[src/rtl/wmu_pkg.sv]
package wmu_pkg;
  localparam int DATA_W     = 8;
  localparam int FIFO_DEPTH = 8;
  localparam int DIV_W      = 16;
  localparam int LVL_W      = 3;
  localparam int OS_SHIFT   = 4;   // 16x oversampling
  localparam int LVL_LSB    = 16;

  // word indices (bus_addr[4:2])
  localparam logic [2:0] W_TXDATA = 3'd0;
  localparam logic [2:0] W_RXDATA = 3'd1;
  localparam logic [2:0] W_TXCTRL = 3'd2;
  localparam logic [2:0] W_RXCTRL = 3'd3;
  localparam logic [2:0] W_MASK   = 3'd4;
  localparam logic [2:0] W_PEND   = 3'd5;
  localparam logic [2:0] W_DIV    = 3'd6;

  typedef enum logic [1:0] {RX_IDLE, RX_START, RX_DATA, RX_STOP} rx_state_e;

  // clock cycles per oversampling tick, at least one
  function automatic logic [DIV_W-1:0] os_period(input logic [DIV_W-1:0] d);
    logic [DIV_W:0] p;
    p = ({1'b0, d} + 1'b1) >> OS_SHIFT;
    if (p == '0) return {{(DIV_W-1){1'b0}}, 1'b1};
    return p[DIV_W-1:0];
  endfunction

  function automatic logic tx_wm(input int cnt, input int lvl);
    return cnt < lvl;
  endfunction

  function automatic logic rx_wm(input int cnt, input int lvl);
    return cnt > lvl;
  endfunction
endpackage

[src/rtl/wmu_fifo.sv]
module wmu_fifo #(
  parameter int DEPTH = 8,
  parameter int W     = 8
) (
  input  logic                         clk,
  input  logic                         rst_n,
  input  logic                         push,
  input  logic [W-1:0]                 wdata,
  input  logic                         pop,
  output logic [W-1:0]                 head,
  output logic [$clog2(DEPTH+1)-1:0]   count,
  output logic                         full,
  output logic                         empty
);
  localparam int AW = (DEPTH > 1) ? $clog2(DEPTH) : 1;
  localparam int CW = $clog2(DEPTH + 1);

  logic [W-1:0]  mem [DEPTH];
  logic [AW-1:0] wr_ptr, rd_ptr;
  logic [CW-1:0] cnt_q;
  logic          do_push, do_pop;

  assign full    = (cnt_q == CW'(DEPTH));
  assign empty   = (cnt_q == '0);
  assign do_push = push && !full;
  assign do_pop  = pop && !empty;
  assign head    = mem[rd_ptr];
  assign count   = cnt_q;

  function automatic logic [AW-1:0] ptr_next(input logic [AW-1:0] p);
    return (p == AW'(DEPTH - 1)) ? '0 : p + 1'b1;
  endfunction

  always_ff @(posedge clk) begin
    if (do_push) mem[wr_ptr] <= wdata;
  end

  always_ff @(posedge clk or negedge rst_n) begin
    if (!rst_n) begin
      wr_ptr <= '0;
      rd_ptr <= '0;
      cnt_q  <= '0;
    end else begin
      if (do_push) wr_ptr <= ptr_next(wr_ptr);
      if (do_pop)  rd_ptr <= ptr_next(rd_ptr);
      case ({do_push, do_pop})
        2'b10:   cnt_q <= cnt_q + 1'b1;
        2'b01:   cnt_q <= cnt_q - 1'b1;
        default: cnt_q <= cnt_q;
      endcase
    end
  end


  no_overflow_chk: assert property (@(posedge clk) disable iff (!rst_n)
    (push && full) |=> (count <= $past(count)));

  count_range_chk: assert property (@(posedge clk) disable iff (!rst_n)
    count <= CW'(DEPTH));
endmodule

[src/rtl/wmu_tx.sv]
module wmu_tx #(
  parameter int DIV_W = 16
) (
  input  logic             clk,
  input  logic             rst_n,
  input  logic             en,
  input  logic             two_stop,
  input  logic [DIV_W-1:0] div,
  input  logic             q_empty,
  input  logic [7:0]       q_head,
  output logic             q_pop,
  output logic             txd
);
  localparam int FRAME_W = 11;   // start + 8 data + up to 2 stop

  logic [FRAME_W-1:0] shreg;
  logic [3:0]         bits_left;
  logic [DIV_W-1:0]   bit_cnt;
  logic               busy;
  logic               frame_end;

  // last cycle of the last stop bit: next frame may load seamlessly
  assign frame_end = busy && (bit_cnt == '0) && (bits_left == 4'd1);
  assign q_pop     = en && !q_empty && (!busy || frame_end);
  assign txd       = busy ? shreg[0] : 1'b1;

  always_ff @(posedge clk or negedge rst_n) begin
    if (!rst_n) begin
      busy      <= 1'b0;
      shreg     <= '1;
      bits_left <= '0;
      bit_cnt   <= '0;
    end else if (q_pop) begin
      busy      <= 1'b1;
      shreg     <= {2'b11, q_head, 1'b0};
      bits_left <= two_stop ? 4'd11 : 4'd10;
      bit_cnt   <= div;
    end else if (busy) begin
      if (bit_cnt == '0) begin
        if (bits_left == 4'd1) begin
          busy <= 1'b0;
        end else begin
          shreg     <= {1'b1, shreg[FRAME_W-1:1]};
          bits_left <= bits_left - 1'b1;
          bit_cnt   <= div;
        end
      end else begin
        bit_cnt <= bit_cnt - 1'b1;
      end
    end
  end


  frame_start_chk: assert property (@(posedge clk) disable iff (!rst_n)
    q_pop |=> !txd);

  tx_hold_chk: assert property (@(posedge clk) disable iff (!rst_n)
    (!en && !busy) |=> txd);
endmodule

[src/rtl/wmu_rx.sv]
module wmu_rx #(
  parameter int DIV_W = 16
) (
  input  logic             clk,
  input  logic             rst_n,
  input  logic             en,
  input  logic [DIV_W-1:0] div,
  input  logic             rxd,
  output logic             push,
  output logic [7:0]       data
);
  import wmu_pkg::*;

  logic             sync1, sync2;
  rx_state_e        state;
  logic [DIV_W-1:0] tick_cnt;
  logic [DIV_W-1:0] tick_per;
  logic             tick;
  logic [3:0]       os_cnt;
  logic [2:0]       bit_idx;
  logic [7:0]       shr;
  logic             push_q;

  assign tick_per = os_period(div);
  assign tick     = (state != RX_IDLE) && (tick_cnt == tick_per - 1'b1);
  assign push     = push_q;
  assign data     = shr;

  always_ff @(posedge clk or negedge rst_n) begin
    if (!rst_n) begin
      sync1 <= 1'b1;
      sync2 <= 1'b1;
    end else begin
      sync1 <= rxd;
      sync2 <= sync1;
    end
  end

  always_ff @(posedge clk or negedge rst_n) begin
    if (!rst_n) begin
      state    <= RX_IDLE;
      tick_cnt <= '0;
      os_cnt   <= '0;
      bit_idx  <= '0;
      shr      <= '0;
      push_q   <= 1'b0;
    end else begin
      push_q   <= 1'b0;
      tick_cnt <= (state == RX_IDLE || tick) ? '0 : tick_cnt + 1'b1;
      if (!en) begin
        state <= RX_IDLE;
      end else begin
        unique case (state)
          RX_IDLE: if (!sync2) begin
            state  <= RX_START;
            os_cnt <= '0;
          end
          RX_START: if (tick) begin
            if (os_cnt == 4'd7) begin
              os_cnt  <= '0;
              bit_idx <= '0;
              state   <= sync2 ? RX_IDLE : RX_DATA;
            end else begin
              os_cnt <= os_cnt + 1'b1;
            end
          end
          RX_DATA: if (tick) begin
            if (os_cnt == 4'd15) begin
              os_cnt  <= '0;
              shr     <= {sync2, shr[7:1]};
              bit_idx <= bit_idx + 1'b1;
              if (bit_idx == 3'd7) state <= RX_STOP;
            end else begin
              os_cnt <= os_cnt + 1'b1;
            end
          end
          RX_STOP: if (tick) begin
            if (os_cnt == 4'd15) begin
              state  <= RX_IDLE;
              push_q <= sync2;
            end else begin
              os_cnt <= os_cnt + 1'b1;
            end
          end
          default: state <= RX_IDLE;
        endcase
      end
    end
  end


  single_push_chk: assert property (@(posedge clk) disable iff (!rst_n)
    push |=> !push);

  rx_off_idle_chk: assert property (@(posedge clk) disable iff (!rst_n)
    !en |=> (state == RX_IDLE));
endmodule

[src/rtl/wmark_uart.sv]
module wmark_uart #(
  parameter int DEPTH = wmu_pkg::FIFO_DEPTH,
  parameter int DIV_W = wmu_pkg::DIV_W,
  parameter int LVL_W = wmu_pkg::LVL_W
) (
  input  logic        clk,
  input  logic        rst_n,
  input  logic        bus_valid,
  input  logic        bus_write,
  input  logic [4:0]  bus_addr,
  input  logic [31:0] bus_wdata,
  output logic [31:0] bus_rdata,
  output logic        txd,
  input  logic        rxd,
  output logic        irq
);
  import wmu_pkg::*;

  localparam int CW = $clog2(DEPTH + 1);

  // control state
  logic             tx_en, tx_two, rx_en;
  logic [LVL_W-1:0] tx_lvl, rx_lvl;
  logic [1:0]       mask;
  logic [DIV_W-1:0] div_q;

  // queue and datapath wires
  logic [7:0]    txq_head, rxq_head, rx_byte;
  logic [CW-1:0] txq_cnt, rxq_cnt;
  logic          txq_full, txq_empty, rxq_full, rxq_empty;
  logic          txq_pop, rx_push;
  logic          wr_ev, rd_ev, txq_push, rxq_pop;
  logic [2:0]    word;
  logic          tx_hit, rx_hit;
  logic [1:0]    pend;
  logic          unused_bits;

  assign word        = bus_addr[4:2];
  assign wr_ev       = bus_valid && bus_write;
  assign rd_ev       = bus_valid && !bus_write;
  assign txq_push    = wr_ev && (word == W_TXDATA);
  assign rxq_pop     = rd_ev && (word == W_RXDATA);
  assign unused_bits = ^{bus_addr[1:0], bus_wdata[31:LVL_LSB+LVL_W],
                         rxq_full};

  always_ff @(posedge clk or negedge rst_n) begin
    if (!rst_n) begin
      tx_en  <= 1'b0;
      tx_two <= 1'b0;
      tx_lvl <= '0;
      rx_en  <= 1'b0;
      rx_lvl <= '0;
      mask   <= '0;
      div_q  <= '0;
    end else if (wr_ev) begin
      case (word)
        W_TXCTRL: begin
          tx_en  <= bus_wdata[0];
          tx_two <= bus_wdata[1];
          tx_lvl <= bus_wdata[LVL_LSB +: LVL_W];
        end
        W_RXCTRL: begin
          rx_en  <= bus_wdata[0];
          rx_lvl <= bus_wdata[LVL_LSB +: LVL_W];
        end
        W_MASK:  mask  <= bus_wdata[1:0];
        W_DIV:   div_q <= bus_wdata[DIV_W-1:0];
        default: ;
      endcase
    end
  end

  wmu_fifo #(.DEPTH(DEPTH), .W(8)) u_txq (
    .clk(clk), .rst_n(rst_n), .push(txq_push), .wdata(bus_wdata[7:0]),
    .pop(txq_pop), .head(txq_head), .count(txq_cnt),
    .full(txq_full), .empty(txq_empty));

  wmu_fifo #(.DEPTH(DEPTH), .W(8)) u_rxq (
    .clk(clk), .rst_n(rst_n), .push(rx_push), .wdata(rx_byte),
    .pop(rxq_pop), .head(rxq_head), .count(rxq_cnt),
    .full(rxq_full), .empty(rxq_empty));

  wmu_tx #(.DIV_W(DIV_W)) u_tx (
    .clk(clk), .rst_n(rst_n), .en(tx_en), .two_stop(tx_two), .div(div_q),
    .q_empty(txq_empty), .q_head(txq_head), .q_pop(txq_pop), .txd(txd));

  wmu_rx #(.DIV_W(DIV_W)) u_rx (
    .clk(clk), .rst_n(rst_n), .en(rx_en), .div(div_q), .rxd(rxd),
    .push(rx_push), .data(rx_byte));

  assign tx_hit = tx_wm(int'(txq_cnt), int'(tx_lvl));
  assign rx_hit = rx_wm(int'(rxq_cnt), int'(rx_lvl));
  assign pend   = {rx_hit, tx_hit};
  assign irq    = |(pend & mask);

  always_comb begin
    bus_rdata = '0;
    case (word)
      W_TXDATA: bus_rdata[31] = txq_full;
      W_RXDATA: begin
        bus_rdata[31]  = rxq_empty;
        bus_rdata[7:0] = rxq_empty ? 8'h00 : rxq_head;
      end
      W_TXCTRL: begin
        bus_rdata[LVL_LSB +: LVL_W] = tx_lvl;
        bus_rdata[1]                = tx_two;
        bus_rdata[0]                = tx_en;
      end
      W_RXCTRL: begin
        bus_rdata[LVL_LSB +: LVL_W] = rx_lvl;
        bus_rdata[0]                = rx_en;
      end
      W_MASK:  bus_rdata[1:0]       = mask;
      W_PEND:  bus_rdata[1:0]       = pend;
      W_DIV:   bus_rdata[DIV_W-1:0] = div_q;
      default: ;
    endcase
  end


  tx_empty_wm_chk: assert property (@(posedge clk) disable iff (!rst_n)
    (tx_lvl == LVL_W'(1) && tx_hit) |-> (txq_cnt == '0));

  rx_any_wm_chk: assert property (@(posedge clk) disable iff (!rst_n)
    (rx_lvl == '0 && !rxq_empty) |-> rx_hit);

  irq_mask_chk: assert property (@(posedge clk) disable iff (!rst_n)
    (mask == 2'b00) |-> !irq);

  rx_pop_chk: assert property (@(posedge clk) disable iff (!rst_n)
    (rxq_pop && !rxq_empty && !rx_push) |=> (rxq_cnt == $past(rxq_cnt) - 1'b1));
endmodule

[config.mk]
export PLATFORM = sky130hd
export DESIGN_NAME = wmark_uart
export DESIGN_NICKNAME = d
export VERILOG_FILES = /design/src/rtl/wmu_pkg.sv /design/src/rtl/wmu_fifo.sv /design/src/rtl/wmu_tx.sv /design/src/rtl/wmu_rx.sv /design/src/rtl/wmark_uart.sv
export SDC_FILE = /design/constraint.sdc
export NUM_CORES = 1
export LEC_CHECK = 0
export BUFFER_PORTS_ARGS = -buffer_cell sky130_fd_sc_hd__buf_4
export CAP_MARGIN = 20
export CORE_MARGIN = 5
export CORE_UTILIZATION = 45
export CTS_CLUSTER_DIAMETER = 200
export CTS_CLUSTER_SIZE = 40
export DETAILED_ROUTE_END_ITERATION = 10
export SYNTH_ARGS = -nofsm -noshare
export SYNTH_HDL_FRONTEND = slang
export SYNTH_SLANG_ARGS = --single-unit
export TNS_END_PERCENT = 10
[constraint.sdc]
create_clock -name clk -period 9.7 [get_ports clk]
set_input_delay 0.97 -clock clk [delete_from_list [all_inputs] [get_ports clk]]
set_output_delay 0.97 -clock clk [all_outputs]
set_load 0.03 [all_outputs]
==> impl_metrics.env <==
export IMPL_outcome="complete, no violations"
export IMPL_timing_rr_start="div_q[6]"
export IMPL_dr_first_iter_drc_count=506
export IMPL_worst_pin_slew_ps=1060
export IMPL_irDropWorstVdd_mv=0.139
export IMPL_syn_instance_count=957
export IMPL_reg2reg_slack_ps=4520
export IMPL_critPathKind="reg -> reg"
export IMPL_clkLatencyLatePin_ps=500
export IMPL_postSynthAreaPerCell_um2=12.4
export IMPL_synth_largest_area_cell="edfxtp_1"
export IMPL_grt_pass1_vias=7146
export IMPL_pre_cts_ws_ps=4590
export IMPL_fp_dieW_um=172
export IMPL_worstPathRequired_ps=10080
export IMPL_yosys_top_cells_count="128 x edfxtp_1, 102 x dfrtp_1, 69 x nor2_1"
export IMPL_start_util=0.455
export IMPL_gp_congestion=0.828
export IMPL_grt_pass1_wl_mm=39.6
export IMPL_synth_distinct_cells=71
export IMPL_netlist_top_cells_area="edfxtp_1 33%, dfrtp_1 22%, mux4_2 6.1%"
export IMPL_synth_most_common_cell="edfxtp_1"
export IMPL_yosysTopAreaCellShare=0.325
export IMPL_post_cts_setup_buffers=0
export IMPL_root_buffer="clkbuf_16"
export IMPL_syn_area_um2=11800
export IMPL_dieArea_um2=29600
export IMPL_core_region_area_um2=26000
export IMPL_clock_skew_ps=63.6
export IMPL_max_freq_mhz=193
export IMPL_fin_tns_setup_ps=0
export IMPL_hold_violations=0
export IMPL_slew_headroom=0.288
export IMPL_drt_first_pass_iters=5
export IMPL_drtAntennaViolNets=0
export IMPL_dieHeight_um=172
export IMPL_ctsResizeCount=0
export IMPL_finalCritPeriodShare=0.534
export IMPL_diodes=0
export IMPL_drive_gt1_frac=0.171
export IMPL_worst_r2r_endpoint="u_rx.data[6]"
export IMPL_drc=0
export IMPL_grt_max_degree=59
export IMPL_yosysSeqAreaShare=0.565
export IMPL_worstPathArrival_ps=5560
export IMPL_via_per_inst=5.58
export IMPL_hold_class="reg -> reg"
export IMPL_crit_chain="nor4_2 -> nand4_1 -> nor3_1 -> a21oi_1 -> ha_1 -> xnor2_1 -> or3_1 -> a2111oi_0 -> o211ai_1 -> a2111oi_2 -> o2111ai_1 -> nor4_4 -> mux2_2"
export IMPL_slowest_delay_ps=740
export IMPL_synthArstFlopShare=0.469
export IMPL_startpoint_type="flop"
export IMPL_final_nets=1061
export IMPL_clk_pin_slew_worst_paths_ps=150
export IMPL_filler_cell_count=2301
export IMPL_endpoint="u_rx.data[6]"
export IMPL_worst_setup_path_end_kind="flop"
export IMPL_startpoint="div_q[6]"
export IMPL_p_leak_nw=4.75
export IMPL_rsz0062_at_grt="no"
export IMPL_dp_final_hpwl_mm=17.0
export IMPL_cts_hold_buf=0
export IMPL_area_growth_pct=8.29
export IMPL_slew_violations=0
export IMPL_cts_sinks=241
export IMPL_synth_edf_count=128
export IMPL_cts_buffer_depth=3
export IMPL_cp_max_fo=10
export IMPL_min_period_ps=5180
export IMPL_portBuffers=48
export IMPL_antenna_found_initial=0
export IMPL_maxCapViolations=0
export IMPL_cts_tree="done"
export IMPL_reg2reg_depth=13
export IMPL_wl_per_cell_um=18.6
export IMPL_ios=76
export IMPL_setup_ws_ps=4520
export IMPL_setup_viol=0
export IMPL_crit_family="simple AND/OR/NAND/NOR gates"
export IMPL_yosys_warnings=0
export IMPL_p_per_area_nw_per_um2=200
export IMPL_synth_ff_type="edfxtp_1"
export IMPL_gr_total_overflow=0
export IMPL_crit_buf_inv=0
export IMPL_placementRows=59
export IMPL_numCtsBuffers=10
export IMPL_cpMaxStageDelayCell="nor4_4"
export IMPL_total_power_mw=2.56
export IMPL_wl_mm=24.6
export IMPL_num_vias=7386
export IMPL_grt_usage=0.168
export IMPL_h_tree_depth=1
export IMPL_hold_start="u_rx.sync1"
export IMPL_cp_depth=13
export IMPL_synth_ff_latch_count=241
## metal layers
layer  vias up  wire length, um  GRT usage
met3        18              893     0.0158
li1       3558                -          -
met4         0              274     0.0273
met2       141            12000      0.281
met5         -                0          0
met1      3669            11400      0.244
## cell families after synthesis
kind of cell,share of synthesized area
AO/OA/AOI/OAI,0.0859
XOR/XNOR,0.0348
adder cells (fa/ha/maj),0.0372
buffers and inverters,0.0350
flip-flops,0.565
multiplexers,0.117
other,0.000317
AND/OR/NAND/NOR,0.125
## worst min-delay path by stage
stage | end | cells after the start
3_5_place_dp | u_rx.sync2 | 0
2_1_floorplan | u_rx.sync2 | 0
3_3_place_gp | u_rx.sync2 | 0
4_1_cts | u_rx.sync2 | 0
6_report | u_rx.sync2 | 0
5_1_grt | u_rx.sync2 | 0
## cell usage in the layout (no fill, tap or decap), drive strengths merged, types with 3 or more instances in the layout
cell      n
o21ai    51
o21a      7
a22oi     5
ha       32
or2       3
nor3     33
inv      37
or4       5
nor3b     5
buf      61
a31oi     4
nor4b     5
o22ai    15
xor2     21
and2      9
mux4     32
nor2b     4
nand2    67
nand3    29
a221o     4
edfxtp  128
and3     17
o211ai    3
dfstp    11
or3b      3
dfrtp   102
mux2i    23
xnor2    26
a21o      6
nor4     11
nor2     69
nand2b   11
clkbuf   15
nand4     9
or3       6
a21oi    38
mux2     38
conb     12
## through the flow
step | instances | hold slack [ps] | instance area [um^2] | util
3_5_place_dp | 1307 | 349 | 12500 | 0.480
2_1_floorplan | 968 | 345 | 11900 | -
3_3_place_gp | 1307 | 347 | 12500 | 0.480
4_1_cts | 1323 | 368 | 12800 | 0.492
5_1_grt | 1324 | 375 | 12800 | 0.493
6_report | 1324 | 366 | 12800 | 0.493
## area by class of cell
cell class | instances | area [um^2] | area share
sequential | 241 | 6690 | 0.522
multi-input combinational | 634 | 4780 | 0.373
timing repair buffer | 61 | 458 | 0.0358
tap | 335 | 419 | 0.0327
clock buffer | 15 | 294 | 0.0230
inverter | 37 | 139 | 0.0108
clock inverter | 1 | 30.0 | 0.00235
## state kept, by name, summed over array words and instances (netlist names), 2 cells and up
| name | count |
|---|---|
| u_rx.state | 2 |
| u_tx.bits_left | 4 |
| u_rx.bit_idx | 3 |
| u_rxq.rd_ptr | 3 |
| rx_lvl | 3 |
| div_q | 16 |
| u_txq.wr_ptr | 3 |
| u_txq.count | 4 |
| u_rx.tick_cnt | 16 |
| tx_lvl | 3 |
| mask | 2 |
| u_txq.mem | 64 |
| u_rxq.wr_ptr | 3 |
| u_tx.bit_cnt | 16 |
| u_txq.rd_ptr | 3 |
| u_tx.shreg | 9 |
| u_rxq.count | 4 |
| u_rx.os_cnt | 4 |
| u_rxq.mem | 64 |
| u_rx.data | 8 |
## where the power goes
group / internal, mW / leakage (nW) / switching [mW]
sequential: 1.19 / 2.44 / 0.185
clock: 0.220 / 0.155 / 0.313
combinational: 0.314 / 2.15 / 0.337
total: 1.72 / 4.75 / 0.834
No activity file was read; power rests on OpenSTA's default activity.
